==> config.mk <==
export PLATFORM = sky130hd
export DESIGN_NAME = supv_reset_stretch
export DESIGN_NICKNAME = d
export VERILOG_FILES = /design/src/rtl/supv_rst_pkg.sv /design/src/rtl/supv_btn_sync.sv /design/src/rtl/supv_debounce.sv /design/src/rtl/supv_hold_timer.sv /design/src/rtl/supv_reset_stretch.sv
export SDC_FILE = /design/constraint.sdc
export NUM_CORES = 1
export LEC_CHECK = 0
export CELL_PAD_IN_SITES_DETAIL_PLACEMENT = 1
export CELL_PAD_IN_SITES_GLOBAL_PLACEMENT = 2
export CORE_MARGIN = 4
export CORE_UTILIZATION = 35
export DETAILED_ROUTE_END_ITERATION = 8
export PLACE_DENSITY_LB_ADDON = 0.1
export SLEW_MARGIN = 20
export SYNTH_ARGS = -nofsm -noshare
export SYNTH_HDL_FRONTEND = slang
export SYNTH_SLANG_ARGS = --single-unit
export TNS_END_PERCENT = 30
==> constraint.sdc <==
create_clock -name clk -period 4.3 [get_ports clk]
set_input_delay 0.86 -clock clk [delete_from_list [all_inputs] [get_ports clk]]
set_output_delay 0.86 -clock clk [all_outputs]
set_load 0.02 [all_outputs]
==> src/rtl/supv_rst_pkg.sv <==
package supv_rst_pkg;

    // One bit per reset reason handled by the hold stage
    typedef struct packed {
        logic supply;
        logic button;
        logic watchdog;
    } cause_t;

    // Hold stage state
    typedef enum logic [1:0] {
        HS_IDLE   = 2'd0,
        HS_ACTIVE = 2'd1,
        HS_HOLD   = 2'd2
    } hold_st_e;

    function automatic logic cause_any(cause_t c);
        return c.supply | c.button | c.watchdog;
    endfunction

    function automatic int unsigned cnt_bits(int unsigned max_val);
        return (max_val < 2) ? 1 : $clog2(max_val + 1);
    endfunction

endpackage

==> src/rtl/supv_btn_sync.sv <==
module supv_btn_sync #(
    parameter int STAGES = 2
) (
    input  logic clk,
    input  logic rst,
    input  logic din,
    output logic dout
);
    logic [STAGES-1:0] sh_q;

    for (genvar g = 0; g < STAGES; g++) begin : g_stage
        if (g == 0) begin : g_first
            always_ff @(posedge clk) begin
                if (rst) sh_q[0] <= 1'b1;
                else     sh_q[0] <= din;
            end
        end else begin : g_next
            always_ff @(posedge clk) begin
                if (rst) sh_q[g] <= 1'b1;
                else     sh_q[g] <= sh_q[g-1];
            end
        end
    end

    assign dout = sh_q[STAGES-1];
endmodule

==> src/rtl/supv_debounce.sv <==
module supv_debounce
    import supv_rst_pkg::*;
#(
    parameter int DEB_TICKS = 20
) (
    input  logic clk,
    input  logic rst,
    input  logic tick,
    input  logic btn_s_n,
    output logic pressed
);
    localparam int            DW      = cnt_bits(DEB_TICKS);
    localparam logic [DW-1:0] DEB_MAX = DW'(DEB_TICKS);

    logic [DW-1:0] low_cnt_q;

    always_ff @(posedge clk) begin
        if (rst || btn_s_n) begin
            low_cnt_q <= '0;
        end else if (tick && (low_cnt_q != DEB_MAX)) begin
            low_cnt_q <= low_cnt_q + DW'(1);
        end
    end

    assign pressed = (low_cnt_q == DEB_MAX);

    // a high sample restarts the low run
    a_r4_high_restarts: assert property (@(posedge clk) disable iff (rst)
        btn_s_n |=> (low_cnt_q == '0));

    // the run counter never passes the qualification length
    a_r3_count_bounded: assert property (@(posedge clk) disable iff (rst)
        low_cnt_q <= DEB_MAX);

    // no tick, no progress
    a_r9_deb_frozen: assert property (@(posedge clk) disable iff (rst)
        (!tick && !btn_s_n) |=> $stable(low_cnt_q));
endmodule

==> src/rtl/supv_hold_timer.sv <==
module supv_hold_timer
    import supv_rst_pkg::*;
#(
    parameter int HOLD_TICKS = 250
) (
    input  logic   clk,
    input  logic   rst,
    input  logic   tick,
    input  cause_t cause,
    output logic   rst_hi,
    output logic   rst_lo_n
);
    localparam int            CW      = cnt_bits(HOLD_TICKS);
    localparam logic [CW-1:0] HOLD_LD = CW'(HOLD_TICKS);

    hold_st_e      st_q, st_d;
    logic [CW-1:0] cnt_q, cnt_d;
    logic          hi_q, lo_n_q;
    logic          any_c;

    assign any_c = cause_any(cause);

    always_comb begin
        st_d  = st_q;
        cnt_d = cnt_q;
        if (any_c) begin
            st_d  = HS_ACTIVE;
            cnt_d = HOLD_LD;
        end else if (st_q != HS_IDLE) begin
            if (cnt_q == '0) begin
                st_d = HS_IDLE;
            end else if (tick) begin
                cnt_d = cnt_q - CW'(1);
                st_d  = HS_HOLD;
            end
        end
    end

    always_ff @(posedge clk) begin
        if (rst) begin
            st_q   <= HS_HOLD;
            cnt_q  <= HOLD_LD;
            hi_q   <= 1'b1;
            lo_n_q <= 1'b0;
        end else begin
            st_q   <= st_d;
            cnt_q  <= cnt_d;
            hi_q   <= (st_d != HS_IDLE);
            lo_n_q <= (st_d == HS_IDLE);
        end
    end

    assign rst_hi   = hi_q;
    assign rst_lo_n = lo_n_q;

    // any cause asserts reset on the next edge
    a_r2_cause_sets: assert property (@(posedge clk) disable iff (rst)
        any_c |=> rst_hi);

    // a cause reloads the full hold
    a_r7_reload: assert property (@(posedge clk) disable iff (rst)
        any_c |=> (cnt_q == HOLD_LD));

    // the two output registers never agree
    a_r8_complement: assert property (@(posedge clk) disable iff (rst)
        rst_lo_n != rst_hi);

    // reset stays while hold count remains
    a_r1_no_early_drop: assert property (@(posedge clk) disable iff (rst)
        (st_q != HS_IDLE && cnt_q != '0) |=> rst_hi);

    // an exhausted hold with no cause releases reset
    a_r6_release: assert property (@(posedge clk) disable iff (rst)
        (!any_c && st_q != HS_IDLE && cnt_q == '0) |=> !rst_hi);

    // hold frozen between ticks
    a_r9_hold_frozen: assert property (@(posedge clk) disable iff (rst)
        (!any_c && !tick) |=> $stable(cnt_q));
endmodule

==> src/rtl/supv_reset_stretch.sv <==
module supv_reset_stretch
    import supv_rst_pkg::*;
#(
    parameter int DEB_TICKS   = 20,
    parameter int HOLD_TICKS  = 250,
    parameter int SYNC_STAGES = 2
) (
    input  logic clk,
    input  logic rst,
    input  logic tick,
    input  logic supply_fault,
    input  logic button_n,
    input  logic wdog_timeout,
    output logic rst_hi,
    output logic rst_lo_n
);
    logic   btn_s_n;
    logic   btn_pressed;
    cause_t cause;

    supv_btn_sync #(.STAGES(SYNC_STAGES)) u_sync (
        .clk  (clk),
        .rst  (rst),
        .din  (button_n),
        .dout (btn_s_n)
    );

    supv_debounce #(.DEB_TICKS(DEB_TICKS)) u_deb (
        .clk     (clk),
        .rst     (rst),
        .tick    (tick),
        .btn_s_n (btn_s_n),
        .pressed (btn_pressed)
    );

    always_comb begin
        cause.supply   = supply_fault;
        cause.button   = btn_pressed;
        cause.watchdog = wdog_timeout;
    end

    supv_hold_timer #(.HOLD_TICKS(HOLD_TICKS)) u_hold (
        .clk      (clk),
        .rst      (rst),
        .tick     (tick),
        .cause    (cause),
        .rst_hi   (rst_hi),
        .rst_lo_n (rst_lo_n)
    );
endmodule

==> metrics.csv <==
metric,value,unit
ys async rst share,0,
placed instance area,935.9,um2
area grow syn2layout,15.44,%
Worst-Skew Late Latency,0.30,ns
share of cells above drive strength 1,0.09524,
synthesized flop and latch total,19,
final period utilization,0.5352,
worst hold path type,register to register,
first-pass GRT wire length,3132,um
nets,115,
largest net degree at the start of global routing,12,
count of cell types in the netlist,30,
min Tclk post-route,2.301,ns
GR Layer Usage met3,0.04828,
Die Area,0.003230,mm2
Inst Count DP,129,
drt pass-1 iters,1,
initial antenna violation count,0,
maximum vdd drop,0.2789,mV
Hold Fails Final Rpt,0,
RSZ-0062 raised after global routing,false,
final slew viol count,0,
relative slew slack,0.4319,
Placer Congestion,0.7118,
met1 usage,0.1630,
status,"finished, final reports clean",
1st-iter DRT viols,0,
final HPWL from detailed placement,1309,um
P_leak,0.3671,nW
Vias,697,
register area share after synthesis,0.4558,
Worst setup SP type,input pin,
"EDFF count, synth",0,
n_diodes,0,
Synth Instances,95,
Max clock buf depth,2,
Arrival @ worst endpoint,2.45,ns
post-cts repair resize count,0,
CTS sink count,19,
cts bufs inserted,3,
# setup viols final,0,
drt drc,0,
hold_buf cts,0,
Tot GR Track Use,0.1220,
Finished Layout Cells,133,
H-tree depth,1,
worst endpoint required time,4.44,ns
Die Span X,56.83,um
CTS tree,yes,
cell taking the most area after synthesis,dfxtp_1,
Chip Height,56.83,um
port bufs,7,
routed wire length,1734,um
Max-Cap Viols,0,
vias in the first global route,699,
Worst-Margin Slew,0.8457,ns
worst-path maximum fanout,8,
most frequent cells after synthesis,"dfxtp_1, nor2_1, inv_1, o21ai_0, a21oi_1",
met2 usage,0.1832,
ys flop type,dfxtp_1,
Synth Area per Inst,8.785,um2
post-synth top area share,0.4558,
post-CTS setup buffers,0,
core area,0.002233,mm2
Pwr Total,0.2928,mW
P per Cell Area,303.9,mW/mm2
CP Capture Type,register,
synthesized area,834.6,um2
synthesized net count,104,
Clock transition at path regs,0.11,ns
grt total ovfl,0,
clk_skew,0.004104,ns
CP Class,input pin to register,
vias per std cell,5.241,
fin area,963.4,um2
Final ANT Viol Nets,0,
top post-synthesis cells by area,"dfxtp_1, nor2_1, ha_1",
average wire per standard cell,13.04,um
most numerous cell in the Yosys netlist,dfxtp_1,
GRT busiest layer,met2,
# IOs,8,
Root Driver,clkbuf_4,
maximum operating frequency,434.6,MHz
WHS,0.4277,ns
warnings from Yosys,0,
Initial Utilization,0.3737,
Rows,17,
setup TNS,0,ns
routing by layer:
metal	part of all wire	routed length [um]	vias up
li1	-	-	354
met1	0.50	872	330
met2	0.44	755	11
met3	0.054	94	2
met4	0.0069	12	0
met5	0	0	-
metrics by stage:
stage	worst slack [ns]	utilization
global route	1.777	0.4314
detailed placement	1.654	0.4190
finish	1.999	0.4314
floorplan	2.433	-
global placement	1.726	0.4190
CTS	1.987	0.4314
flip-flops by register name, indices dropped and copies added, names as in the netlist:
name / cells
u_hold.rst_lo_n: 1
u_hold.rst_hi: 1
u_sync.sh_q: 1
u_hold.cnt_q: 8
u_deb.low_cnt_q: 5
u_hold.st_q: 2
u_sync.dout: 1
logic make-up after synthesis:
kind of cell	after synthesis	synth area share
flip-flops	19	0.4558
buffers and inverters	8	0.03598
AO/OA/AOI/OAI	17	0.1214
adder cells (fa/ha/maj)	3	0.04498
AND/OR/NAND/NOR	42	0.2789
XOR/XNOR	6	0.06297
critical path: stages:
cell and delay (ns):
clkdlybuf4s50_1 0.39, or2_2 0.33, nor3_1 0.66, o21ai_0 0.20
cells in the final DEF, fill, tap and decap left out, drive strengths merged, types with 2 or more instances in the layout:
cell type      netlist  final
a21oi                6      6
a31oi                2      2
and3                 3      3
clkbuf               1      3
clkdlybuf4s50        0      7
dfxtp               19     19
ha                   3      3
inv                  7      7
nand2                4      4
nand3                4      4
nand4                2      2
nor2                11     11
nor3                 4      4
o21ai                6      6
or2                  4      4
or4                  2      2
xnor2                4      4
xor2                 2      2
area by class of cell:
class	instances	area, um2
tap	28	35.03
clock buffer	3	22.52
sequential	19	380.4
timing repair buffer	7	70.07
fill	273	1270
clock inverter	1	5.005
inverter	7	26.28
multi-input combinational	68	424.2
final timing paths:
check	slack, ns	startpoint	endpoint	depth (start not counted)
worst min register to register	0.43	u_sync.sh_q[0]	u_sync.dout	1
worst max register to register	2.34	u_deb.low_cnt_q[0]	u_hold.cnt_q[3]	5
worst min-delay path	0.43	u_sync.sh_q[0]	u_sync.dout	1
worst max-delay path	2.00	supply_fault	u_hold.cnt_q[3]	4
power breakdown:
part           switching [mW]  total [mW]  internal (mW)
logic                  0.0109      0.0207        0.00982
clock network          0.0558      0.0904         0.0346
registers             0.00236       0.182          0.179
Power figures use the tool's default switching activity.
